==> src/rtl/vsa_pkg.sv <==
package vsa_pkg;
  typedef enum logic [1:0] {
    ST_IDLE  = 2'd0,
    ST_LOAD  = 2'd1,
    ST_WAIT  = 2'd2,
    ST_ISSUE = 2'd3
  } vsa_state_e;
endpackage

==> src/rtl/vsa_strip_ctrl.sv <==
module vsa_strip_ctrl
  import vsa_pkg::*;
#(
  parameter int CNT_W   = 10,
  parameter int MVL     = 8,
  parameter int STARTUP = 2
) (
  input  logic                       clk,
  input  logic                       rst_n,
  input  logic                       cmd_fire,
  input  logic [CNT_W-1:0]           cmd_count,
  input  logic                       elem_fire,
  output logic                       idle_o,
  output logic                       issuing_o,
  output logic [$clog2(MVL+1)-1:0]   vl_o,
  output logic                       first_o,
  output logic                       last_o,
  output logic                       done_o
);
  localparam int VL_W = $clog2(MVL + 1);
  localparam int SU_W = (STARTUP > 1) ? $clog2(STARTUP) : 1;

  // Length of the next strip given the elements still to issue.
  function automatic logic [CNT_W-1:0] strip_len(input logic [CNT_W-1:0] left);
    logic [CNT_W-1:0] r;
    r = left % CNT_W'(MVL);
    return (r == '0) ? CNT_W'(MVL) : r;
  endfunction

  vsa_state_e         state;
  logic [CNT_W-1:0]   rem;
  logic [VL_W-1:0]    vl;
  logic [VL_W-1:0]    idx;
  logic [SU_W-1:0]    su_cnt;
  logic [CNT_W-1:0]   next_len;
  logic               strip_end;

  assign next_len  = strip_len(rem);
  assign strip_end = (idx == vl - VL_W'(1));

  always_ff @(posedge clk or negedge rst_n) begin
    if (!rst_n) begin
      state  <= ST_IDLE;
      rem    <= '0;
      vl     <= '0;
      idx    <= '0;
      su_cnt <= '0;
      done_o <= 1'b0;
    end else begin
      done_o <= 1'b0;
      unique case (state)
        ST_IDLE: begin
          if (cmd_fire) begin
            if (cmd_count == '0) done_o <= 1'b1;
            else begin
              rem   <= cmd_count;
              state <= ST_LOAD;
            end
          end
        end
        ST_LOAD: begin
          vl     <= VL_W'(next_len);
          rem    <= rem - next_len;
          idx    <= '0;
          su_cnt <= SU_W'(STARTUP - 1);
          state  <= ST_WAIT;
        end
        ST_WAIT: begin
          if (su_cnt == '0) state <= ST_ISSUE;
          else su_cnt <= su_cnt - SU_W'(1);
        end
        ST_ISSUE: begin
          if (elem_fire) begin
            if (strip_end) begin
              if (rem == '0) begin
                state  <= ST_IDLE;
                done_o <= 1'b1;
              end else begin
                state <= ST_LOAD;
              end
            end else begin
              idx <= idx + VL_W'(1);
            end
          end
        end
        default: state <= ST_IDLE;
      endcase
    end
  end

  assign idle_o    = (state == ST_IDLE);
  assign issuing_o = (state == ST_ISSUE);
  assign vl_o      = vl;
  assign first_o   = issuing_o && (idx == '0);
  assign last_o    = issuing_o && strip_end;
endmodule

==> src/rtl/vsa_addr_step.sv <==
module vsa_addr_step #(
  parameter int ADDR_W = 16,
  parameter int NBANK  = 4
) (
  input  logic                              clk,
  input  logic                              rst_n,
  input  logic                              load,
  input  logic [ADDR_W-1:0]                 base,
  input  logic [ADDR_W-1:0]                 stride,
  input  logic                              step,
  output logic [ADDR_W-1:0]                 word_o,
  output logic [$clog2(NBANK)-1:0]          bank_o,
  output logic [ADDR_W-$clog2(NBANK)-1:0]   offset_o
);
  localparam int BANK_W = $clog2(NBANK);

  function automatic logic [BANK_W-1:0] bank_of(input logic [ADDR_W-1:0] a);
    return a[BANK_W-1:0];
  endfunction

  function automatic logic [ADDR_W-BANK_W-1:0] offset_of(input logic [ADDR_W-1:0] a);
    return a[ADDR_W-1:BANK_W];
  endfunction

  logic [ADDR_W-1:0] cur;
  logic [ADDR_W-1:0] stride_q;

  always_ff @(posedge clk or negedge rst_n) begin
    if (!rst_n) begin
      cur      <= '0;
      stride_q <= '0;
    end else if (load) begin
      cur      <= base;
      stride_q <= stride;
    end else if (step) begin
      cur <= cur + stride_q;
    end
  end

  assign word_o   = cur;
  assign bank_o   = bank_of(cur);
  assign offset_o = offset_of(cur);
endmodule

==> src/rtl/vsa_bank_busy.sv <==
module vsa_bank_busy #(
  parameter int NBANK    = 4,
  parameter int BUSY_CYC = 3
) (
  input  logic                      clk,
  input  logic                      rst_n,
  input  logic                      fire,
  input  logic [$clog2(NBANK)-1:0]  fire_bank,
  input  logic [$clog2(NBANK)-1:0]  query_bank,
  output logic                      busy_o
);
  localparam int CW = (BUSY_CYC > 2) ? $clog2(BUSY_CYC) : 1;

  logic [NBANK-1:0] busy_vec;

  generate
    if (BUSY_CYC <= 1) begin : g_no_track
      assign busy_vec = '0;
    end else begin : g_track
      for (genvar b = 0; b < NBANK; b++) begin : g_bank
        logic [CW-1:0] cnt;
        always_ff @(posedge clk or negedge rst_n) begin
          if (!rst_n) cnt <= '0;
          else if (fire && (fire_bank == b)) cnt <= CW'(BUSY_CYC - 1);
          else if (cnt != '0) cnt <= cnt - CW'(1);
        end
        assign busy_vec[b] = (cnt != '0);
      end
    end
  endgenerate

  assign busy_o = busy_vec[query_bank];
endmodule

==> src/rtl/vec_stride_agu.sv <==
module vec_stride_agu #(
  parameter int ADDR_W   = 16,
  parameter int CNT_W    = 10,
  parameter int MVL      = 8,
  parameter int NBANK    = 4,
  parameter int BUSY_CYC = 3,
  parameter int STARTUP  = 2
) (
  input  logic                              clk,
  input  logic                              rst_n,
  input  logic                              cmd_valid,
  output logic                              cmd_ready,
  input  logic [CNT_W-1:0]                  cmd_count,
  input  logic [ADDR_W-1:0]                 cmd_base,
  input  logic [ADDR_W-1:0]                 cmd_stride,
  output logic                              addr_valid,
  input  logic                              addr_ready,
  output logic [ADDR_W-1:0]                 addr_word,
  output logic [$clog2(NBANK)-1:0]          addr_bank,
  output logic [ADDR_W-$clog2(NBANK)-1:0]   addr_offset,
  output logic                              addr_first,
  output logic                              addr_last,
  output logic [$clog2(MVL+1)-1:0]          vl_out,
  output logic                              done
);
  localparam int BANK_W = $clog2(NBANK);
  localparam int VL_W   = $clog2(MVL + 1);

  // Named internal events, also observed by the bound checker.
  logic cmd_fire;
  logic elem_fire;
  logic issuing;
  logic bank_stall;
  logic bank_busy;
  logic strip_first;
  logic strip_last;
  logic idle;

  assign cmd_ready  = idle;
  assign cmd_fire   = cmd_valid && idle;
  assign bank_stall = issuing && bank_busy;
  assign addr_valid = issuing && !bank_busy;
  assign elem_fire  = addr_valid && addr_ready;
  assign addr_first = addr_valid && strip_first;
  assign addr_last  = addr_valid && strip_last;

  vsa_strip_ctrl #(
    .CNT_W(CNT_W), .MVL(MVL), .STARTUP(STARTUP)
  ) u_ctrl (
    .clk(clk), .rst_n(rst_n),
    .cmd_fire(cmd_fire), .cmd_count(cmd_count),
    .elem_fire(elem_fire),
    .idle_o(idle), .issuing_o(issuing),
    .vl_o(vl_out), .first_o(strip_first), .last_o(strip_last),
    .done_o(done)
  );

  vsa_addr_step #(
    .ADDR_W(ADDR_W), .NBANK(NBANK)
  ) u_addr (
    .clk(clk), .rst_n(rst_n),
    .load(cmd_fire), .base(cmd_base), .stride(cmd_stride),
    .step(elem_fire),
    .word_o(addr_word), .bank_o(addr_bank), .offset_o(addr_offset)
  );

  vsa_bank_busy #(
    .NBANK(NBANK), .BUSY_CYC(BUSY_CYC)
  ) u_busy (
    .clk(clk), .rst_n(rst_n),
    .fire(elem_fire), .fire_bank(addr_bank),
    .query_bank(addr_bank),
    .busy_o(bank_busy)
  );
endmodule

==> config.mk <==
export PLATFORM = sky130hd
export DESIGN_NAME = vec_stride_agu
export DESIGN_NICKNAME = d
export VERILOG_FILES = /design/src/rtl/vsa_pkg.sv /design/src/rtl/vsa_strip_ctrl.sv /design/src/rtl/vsa_addr_step.sv /design/src/rtl/vsa_bank_busy.sv /design/src/rtl/vec_stride_agu.sv
export SDC_FILE = /design/constraint.sdc
export NUM_CORES = 1
export LEC_CHECK = 0
export ABC_CLOCK_PERIOD_IN_PS = 2800
export BUFFER_PORTS_ARGS = -buffer_cell sky130_fd_sc_hd__buf_2
export CAP_MARGIN = 20
export CELL_PAD_IN_SITES_DETAIL_PLACEMENT = 0
export CELL_PAD_IN_SITES_GLOBAL_PLACEMENT = 1
export CORE_MARGIN = 2
export CORE_UTILIZATION = 41
export CTS_CLUSTER_DIAMETER = 150
export DETAILED_ROUTE_END_ITERATION = 10
export GPL_TIMING_DRIVEN = 0
export PLACE_DENSITY = 0.92
export RECOVER_POWER = 100
export SLEW_MARGIN = 20
export SYNTH_ARGS = -nofsm -noshare
export SYNTH_HDL_FRONTEND = slang
export SYNTH_SLANG_ARGS = --single-unit
==> constraint.sdc <==
create_clock -name clk -period 2.8 [get_ports clk]
set_input_delay 0.14 -clock clk [delete_from_list [all_inputs] [get_ports clk]]
set_output_delay 0.14 -clock clk [all_outputs]
set_load 0.005 [all_outputs]
# Word-level counts from Yosys, hierarchy flattened
# Cells that the tools add are included.
# Widths: inputs -> output; s select.
[classes]
n_mux = 34
n_addsub = 9
n_reduce_logical = 33
order_cmp = 1
eq_ne = 13
[ops]
columns = ["operator", "count"]
rows = [
  ["$mux 16", 2],
  ["$logic_not 10->1", 3],
  ["$mux 2", 13],
  ["$reduce_bool 2->1", 12],
  ["$mux 10", 2],
  ["$pmux 10 s2", 1],
  ["$add 16x16->16", 1],
  ["$mux 4", 3],
  ["$logic_and 1x1->1", 11],
  ["$sub 10x10->10", 1],
  ["$eq 2x2->1 const B", 4],
  ["$mux 1", 8],
  ["$ne 2x2->1 const B", 4],
  ["$pmux 2 s4", 1],
  ["$pmux 4 s2", 1],
  ["$sub 2x1->2 const B", 4],
  ["$reduce_and 3->1", 2],
  ["$reduce_and 5->1", 1],
  ["$add 4x1->4 const B", 1],
  ["$eq 2x1->1 const B", 2],
  ["$eq 4x4->1", 1],
  ["$logic_not 2->1", 2],
  ["$logic_not 4->1", 1],
  ["$ne 2x1->1 const B", 2],
  ["6 further kinds", 7],
]
[word_totals]
word_cells = 102
regBits = 62

# Logic depth before layout (Yosys ltp)
# Gate-level depths: netlist of run 1.
[logic_depth]
ltp_word = 8
mapped_depth = 8
depth_no_buf = 8

# Cells and area by module
# Synthesis of run 1 repeated with hierarchy kept, for this count alone.
[unflattened]
cells_unflattened = 420
area_unflattened_um2 = 4068.9
[modules_own_cells]
columns = ["module", "seq_area_each_um2", "area_per_inst_um2", "n_inst", "cells_each"]
rows = [
  ["vsa_addr_step", 800.8, 2154.6, 1, 216],
  ["vsa_strip_ctrl", 550.5, 1436.4, 1, 157],
  ["vsa_bank_busy", 200.2, 439.2, 1, 42],
  ["vec_stride_agu", 0.0, 38.8, 1, 5],
]

# Worst setup path after synthesis of run 1
# OpenSTA, ideal clock, no wires.
[synth_timing]
kind = "register -> register"
start = "register u_ctrl.rem[1]"
end = "register u_ctrl.rem[8]"
stages_incl_launch_ff = 8
synth_period_minus_slack_ns = 2.298
setup_time_ns = 0.121
required_time_ns = 2.679
arrival_ns = 2.177
setup_slack_ns = 0.502
cell_sequence = "dfrtp_1 -> nor3_1 -> inv_1 -> ha_1 -> a21o_1 -> or4b_2 -> o22a_1 -> o22a_1"
[synth_via]
elab_chain_len = 4
[synth_rtl]
columns = ["item", "line_no", "source"]
rows = [
  ["from (decl)", "vsa_strip_ctrl.sv:31", "logic [CNT_W-1:0] rem;"],
  ["from (signal assigned)", "vsa_strip_ctrl.sv:56", "rem <= cmd_count;"],
  ["from (signal assigned)", "vsa_strip_ctrl.sv:63", "rem <= rem - next_len;"],
  ["$logic_not 10->1", "vsa_strip_ctrl.sv:27", "return (r == '0) ? CNT_W'(MVL) : r;"],
  ["$mux 4", "vsa_strip_ctrl.sv:27", ""],
  ["$sub 10x10->10 (*)", "vsa_strip_ctrl.sv:63", ""],
  ["$pmux 10 s2 (*)", "vsa_strip_ctrl.sv:51", "unique case (state)"],
]
# Mark *: on every way between the ends. The rest lies on a longest branch, timed or not.
# A chain may end at the register's enable or synchronous reset.

# Worst setup path after layout of run 1
# Same ends and word-level chain as after synthesis.

==> run_results.csv, run 1 <==
group,metric,value,unit
status,outcome,"finished with violations",
status,violations,"capacitance limit, slew limit",
clocking,cts_sinks,62,
drt,route.detailed.drc,0,
yosys,ys_warn_count,0,
clocking,htreeDepth,3,
clocking,cts.path.max_buffers,2,
global_route,grt_pass1_vias,3429,
die,die_h,102,um
yosys,ys_types,53,
timing,finalCritPeriodShare,89.1,%
final_layout,syn2layout_area_growth,23.3,%
global_route,grt_pass1_wl,16300,um
die,dieArea,0.0104,sq mm
die,start_util,42.4,%
setup_path,crit_slowest_cell,"or4b_2",
global_route,grt.total_usage,19.8,%
drt,first_pass_iters,6,
setup_path,worstPathCellList,"nor3_1, inv_1, ha_1, a21o_1, or4b_2, o22a_1, o22a_1",
setup_path,worstPathRequired,3.03,ns
global_route,antenna_found_initial,0,
power_and_ir_drop,ir_worst_vdd,307,uV
timing,slew_violations,63,
clocking,cts_setup_buffers,0,
drt,vias_per_cell,5.06,
final_layout,nFillCells,946,
yosys,synth_area,0.00394,sq mm
final_layout,multi_input_area,0.00209,sq mm
yosys,synth_seq_cells,62,
power_and_ir_drop,p_leak,2.37,nW
timing,rsz0062_at_grt,"false",
power_and_ir_drop,finalPower,4.99,mW
setup_path,path_max_fanout,4,
final_layout,fin_area,0.00485,sq mm
setup_path,end_kind,"flip-flop",
clocking,clock_latency,0.34,ns
drt,routed_wl,9810,um
clocking,hold_buffers,15,
placed_design,hpwl,7260,um
timing,relSlewSlack,-4.25,%
final_layout,final_cell_mix,"nand2_1, buf_2, dfrtp_1",
yosys,synth_edf_count,0,
yosys,synthArstFlopShare,100,%
timing,tns,0,ns
die,boundaryPins,87,
clocking,cts_buffers,9,
drt,ant_nets,0,
final_layout,layout_commonest_cell,"nand2_1",
yosys,synthTopCellsByArea,"dfrtp_1, ha_1, nand2_1",
setup_path,crit_top_cell,"o22a_1",
final_layout,layout-drive-gt1-share,20.3,%
worst_hold_path,hold_class,"in -> reg",
yosys,synth-main-ff-cell,"dfrtp_1",
clocking,ctsRootBufferMaster,"clkbuf_8",
die,rows,35,
final_layout,ff_latch_area,0.00155,sq mm
yosys,synth_seq_area_share,39.4,%
timing,max_freq,401,MHz
placed_design,gp_congestion,0.885,
timing,fin_worst_skew,0.00724,ns
yosys,synth_area_per_cell,8.67,sq um
clocking,cts_tree,"done",
die,die_x,102,um
global_route,grt_max_degree,63,
drt,drt_iter0_drc,205,
timing,min_period,2.49,ns
timing,hold_viol,0,
timing,tightest_slew,1.56,ns
drt,route.vias.total,3544,
global_route,overflow,0,
setup_path,crit_type,"reg -> reg",
setup_path,slowest_delay,0.67,ns
drt,wl_per_cell,14.0,um
final_layout,finish.utilization,52.3,%
clocking,clk_pin_slew_worst_paths,0.07,ns
die,coreArea,0.00928,sq mm
clocking,post_cts_resize_count,0,
placed_design,port_buffers,86,
final_layout,finalNetCount,642,
timing,setup_viol,0,
placed_design,placed_area,0.00453,sq mm
setup_path,startpoint_type,"flip-flop",
final_layout,diodes,0,
yosys,synthCells,454,
yosys,yosysTopAreaCellShare,39.4,%
yosys,synth_top_area_cell,"dfrtp_1",
flow_run,cap_violations,1,
power_and_ir_drop,powerDensity,1030,mW/mm^2
setup_path,arrival,2.72,ns
report_power, final:
part           switching, mW  leakage (nW)  internal [mW]
Sequential             0.344         0.767           1.24
Clock                  0.372         0.102          0.432
Combinational           1.38          1.51           1.22
Total                   2.10          2.37           2.89
layer usage:
| layer | vias up | GRT usage, % | share of wire [%] |
|---|---|---|---|
| li1 | 1780 | - | - |
| met4 | 0 | 5.64 | 1.5 |
| met5 | - | 0 | 0 |
| met1 | 1681 | 26.7 | 45 |
| met2 | 67 | 32.9 | 49 |
| met3 | 16 | 3.35 | 4.3 |
worst max-delay path: cells and delay by family, from the launching register on:
kind / cells / cell delay, ns
buffers and inverters: 1 / 0.08
AOI/OAI and AO/OA: 3 / 0.60
adders and majority gates: 1 / 0.33
DFF: 1 / 0.40
and+or+nand+nor: 2 / 0.98
path summary, 6_finish.rpt:
kind / depth (start not counted) / to / from / slack, ns
max in group asynchronous: 2 / u_addr.word_o[12] / rst_n / 1.13
hold reg to reg: 2 / u_addr.stride_q[3] / u_addr.stride_q[3] / 0.49
hold / removal: 3 / u_addr.stride_q[14] / cmd_stride[14] / 0.01
setup reg to reg: 7 / u_ctrl.rem[8] / u_ctrl.rem[1] / 0.31
min in group asynchronous: 2 / u_addr.stride_q[6] / rst_n / 0.72
setup / recovery: 7 / u_ctrl.rem[8] / u_ctrl.rem[1] / 0.31
cells in the mapped netlist, types with 2 or more instances:
master / n
o211ai_1: 3
a31oi_1: 8
a211oi_1: 3
dfrtp_1: 62
clkbuf_1: 12
xnor2_1: 14
xor2_1: 9
nor2b_1: 3
nand3_1: 7
o221ai_1: 2
o22ai_1: 2
nor2_1: 35
o21ai_1: 10
o22a_1: 8
a21oi_1: 34
o21a_1: 4
a21o_1: 4
o21ai_0: 12
o21bai_1: 3
mux2_2: 3
nand2_1: 87
and3_1: 6
and2_1: 3
a221o_1: 3
mux2i_1: 6
buf_4: 17
ha_1: 28
inv_1: 28
nand2b_1: 2
nand4_1: 2
nor3_1: 10
or4_1: 3
final cells by class:
| class | count | share of cell area [%] |
|---|---|---|
| multi-input combinational | 334 | 43.1 |
| sequential | 62 | 32.0 |
| timing repair buffer | 101 | 11.7 |
| buffer | 31 | 3.71 |
| tap | 129 | 3.33 |
| clock buffer | 10 | 2.84 |
| inverter | 28 | 2.17 |
| clock inverter | 6 | 1.26 |
registers in the layout, summed over array words and instances (netlist names):
name	count
u_addr.stride_q	16
u_addr.word_o	16
u_busy.g_track.g_bank.cnt	8
u_ctrl.done_o	1
u_ctrl.idx	4
u_ctrl.rem	10
u_ctrl.state	2
u_ctrl.su_cnt	1
u_ctrl.vl_o	4
metrics by stage:
stage,worst slack (ns),cells,hold WS [ns]
CTS,0.273,701,0.00222
floorplan,0.502,455,-0.156
detailed placement,0.301,670,0.283
finish,0.306,701,0.0119
global placement,0.347,670,0.334
global route,0.127,701,0.0128
cells by family (layout without fill, tap and decap cells):
kind of cell               count (synthesis)  count (layout)  synth area share, %
AOI/OAI and AO/OA                        104             104                 17.3
xor gates and xnor gates                  23              23                 5.12
adders and majority gates                 29              29                 9.41
buffers and inverters                     59             176                 7.28
DFF                                       62              62                 39.4
muxes                                     10              10                 2.73
other                                      1               2               0.0953
and+or+nand+nor                          166             166                 18.6
No activity file was read; power rests on OpenSTA's default activity.
==> inputs of run 2 (changes only) <==
--- a/config.mk
+++ b/config.mk
@@ -5,13 +5,14 @@
 export SDC_FILE = /design/constraint.sdc
 export NUM_CORES = 1
 export LEC_CHECK = 0
-export ABC_CLOCK_PERIOD_IN_PS = 2800
+export ABC_AREA = 1
+export ABC_CLOCK_PERIOD_IN_PS = 2300
 export BUFFER_PORTS_ARGS = -buffer_cell sky130_fd_sc_hd__buf_2
 export CAP_MARGIN = 20
 export CELL_PAD_IN_SITES_DETAIL_PLACEMENT = 0
 export CELL_PAD_IN_SITES_GLOBAL_PLACEMENT = 1
 export CORE_MARGIN = 2
-export CORE_UTILIZATION = 41
+export CORE_UTILIZATION = 40
 export CTS_CLUSTER_DIAMETER = 150
 export DETAILED_ROUTE_END_ITERATION = 10
 export GPL_TIMING_DRIVEN = 0
==> constraint.sdc (replaced) <==
create_clock -name clk -period 2.3 [get_ports clk]
set_input_delay 0.115 -clock clk [delete_from_list [all_inputs] [get_ports clk]]
set_output_delay 0.115 -clock clk [all_outputs]
set_load 0.005 [all_outputs]
==> run_results.csv, run 2 <==
group,metric,value,unit
yosys,synthCells,634,
worst_hold_path,hp-start,"cmd_base[5]",
clocking,clock_latency,0.34,ns
timing,hold_viol,0,
global_route,grt.total_usage,19.2,%
final_layout,layout-drive-gt1-share,16.4,%
final_layout,finalNetCount,824,
timing,fin_worst_skew,0.00773,ns
die,die_x,109,um
worst_hold_path,hold_class,"in -> reg",
final_layout,syn2layout_area_growth,22.2,%
timing,finalCritPeriodShare,91.0,%
flow_run,cap_violations,1,
yosys,synthMuxAreaShare,0.457,%
die,rows,38,
placed_design,gp_congestion,0.919,
yosys,synth_top_family_by_area,"simple AND/OR/NAND/NOR gates",
yosys,synth_top_area_cell,"dfrtp_1",
setup_path,crit_start,"u_addr.word_o[1]",
setup_path,crit_slowest_cell,"dfrtp_1",
yosys,synthArstFlopShare,100,%
clocking,cts.path.max_buffers,2,
yosys,synth_edf_count,0,
final_layout,nFillCells,1121,
yosys,synth_seq_area_share,35.4,%
setup_path,startpoint_type,"flip-flop",
final_layout,finish.utilization,49.8,%
die,die_h,109,um
yosys,yosysTopAreaCellShare,35.4,%
power_and_ir_drop,p_leak,3.04,nW
setup_path,r2r_start,"u_ctrl.state[0]",
yosys,synthSimpleGateAreaFrac,35.9,%
drt,first_pass_iters,4,
global_route,grt_pass1_wl,17900,um
timing,setup_viol,0,
yosys,ys_top_cells_by_count,"nand2_1, inv_1, dfrtp_1",
die,dieArea,0.0118,sq mm
final_layout,diodes,0,
setup_path,worstPathRequired,2.18,ns
timing,rsz0062_at_grt,"false",
global_route,grt_max_degree,63,
yosys,synth-main-ff-cell,"dfrtp_1",
global_route,antenna_found_initial,1,
timing,slew_violations,63,
yosys,synth-compound-area-share,5.20,%
setup_path,path_max_fanout,10,
yosys,synth_seq_cells,62,
clocking,htreeDepth,3,
final_layout,final_cell_mix,"nand2_1, inv_1, buf_2",
yosys,synthAdderAreaFrac,8.45,%
timing,tns,0,ns
status,violations,"capacitance limit, slew limit",
clocking,cts_buffers,9,
yosys,synth_area_per_cell,6.91,sq um
yosys,synthTopCellsByArea,"dfrtp_1, nand2_1, ha_1",
drt,drt_iter0_drc,202,
global_route,grt_pass1_vias,3897,
drt,routed_wl,10800,um
setup_path,end_kind,"output pin",
timing,tightest_slew,1.53,ns
clocking,cts_tree,"done",
drt,ant_nets,0,
global_route,overflow,0,
setup_path,slowest_delay,0.56,ns
die,boundaryPins,87,
die,start_util,40.8,%
status,outcome,"finished with violations",
drt,route.vias.total,4254,
setup_path,worstPathCellList,"inv_1, nand3b_1, o21ai_2, nor2_1, inv_1, nor2_1, clkbuf_2",
yosys,yosysMostFrequentCell,"nand2_1",
placed_design,port_buffers,86,
setup_path,arrival,1.98,ns
clocking,ctsRootBufferMaster,"clkbuf_8",
clocking,cts_sinks,62,
drt,vias_per_cell,4.76,
yosys,ys_warn_count,0,
drt,route.detailed.drc,0,
clocking,clk_pin_slew_worst_paths,0.07,ns
final_layout,layout_commonest_cell,"nand2_1",
power_and_ir_drop,ir_worst_vdd,613,uV
yosys,synth_area,0.00438,sq mm
placed_design,hpwl,8270,um
timing,min_period,2.09,ns
timing,relSlewSlack,-2.28,%
setup_path,crit_type,"reg -> out",
power_and_ir_drop,powerDensity,1470,mW/mm^2
yosys,synth-xor-area-share,3.20,%
timing,max_freq,478,MHz
yosys,ys_types,36,
drt,wl_per_cell,12.1,um
die,coreArea,0.0107,sq mm
==> run 2: path summary, 6_finish.rpt <==
kind | slack, ns | cells past startpoint | endpoint
worst max-delay path | 0.21 | 7 | addr_last
max in group asynchronous | 0.69 | 2 | u_addr.stride_q[7]
worst min-delay path | 0.03 | 3 | u_addr.word_o[5]
min in group asynchronous | 0.69 | 2 | u_busy.g_track.g_bank[3].cnt[0]
worst max register to register | 0.24 | 8 | u_addr.word_o[5]
worst min register to register | 0.49 | 2 | u_addr.stride_q[13]
==> run 2: kinds of logic (layout without fill, tap and decap cells) <==
group / Yosys count / in the layout
mux: 2 / 2
buf+inv: 111 / 230
simple gates: 373 / 373
fa+ha+maj: 29 / 29
flops: 62 / 62
xor+xnor: 16 / 16
compound gates: 40 / 40
other cells: 1 / 2
==> run 2: power breakdown <==
part           switching, mW  internal (mW)  leakage [nW]
registers              0.466           1.60         0.768
clock network          0.450          0.638         0.110
logic                   2.78           1.94          2.17
==> run 2: what timing repair did <==
item / CTS / global route
gates resized for setup: 0 / 1
hold buffers: 17 / 0
hold endpoints to repair: 78 / 0
endpoints found under the setup margin: 0 / 1
setup buffers: 0 / 0
==> run 2: metrics by stage <==
| step | cells | power, mW | hold slack (ns) | cell area, sq um | worst slack (ns) |
|---|---|---|---|---|---|
| after global placement | 861 | 6.70 | 0.308 | 4990 | 0.220 |
| after detailed placement | 861 | 6.86 | 0.249 | 4990 | 0.149 |
| final | 894 | 7.87 | 0.0335 | 5350 | 0.206 |
| after global routing | 894 | 8.75 | 0.0250 | 5350 | 0.0516 |
| after CTS | 894 | 8.00 | 0.0261 | 5380 | 0.132 |
| after floorplan | 635 | 5.56 | -0.181 | 4390 | 0.473 |
==> run 2: critical path, delay by kind of cell, from the launching register on <==
kind / cells / cell delay [ns]
DFF: 1 / 0.56
buffers and inverters: 3 / 0.39
and+or+nand+nor: 3 / 0.63
AOI/OAI and AO/OA: 1 / 0.06
==> run 2: area by class of cell <==
cell class,count,area [sq um],area share [%]
Multi-Input combinational cell,462,2330,43.5
Sequential cell,62,1550,29.0
Timing Repair Buffer,103,584,10.9
Inverter,82,310,5.80
Buffer,29,188,3.51
Tap cell,140,175,3.27
Clock buffer,12,145,2.71
Clock inverter,4,70.1,1.31
==> run 2: routing by layer <==
layer  GRT usage [%]  wire (um)  up-vias  part of all wire (%)
li1                -          -     2197                     -
met3            3.53        518        9                   4.8
met2            32.6       5230       95                    48
met5               0         11        -                  0.10
met4            5.86         96        2                  0.89
met1            24.7       4960     1951                    46
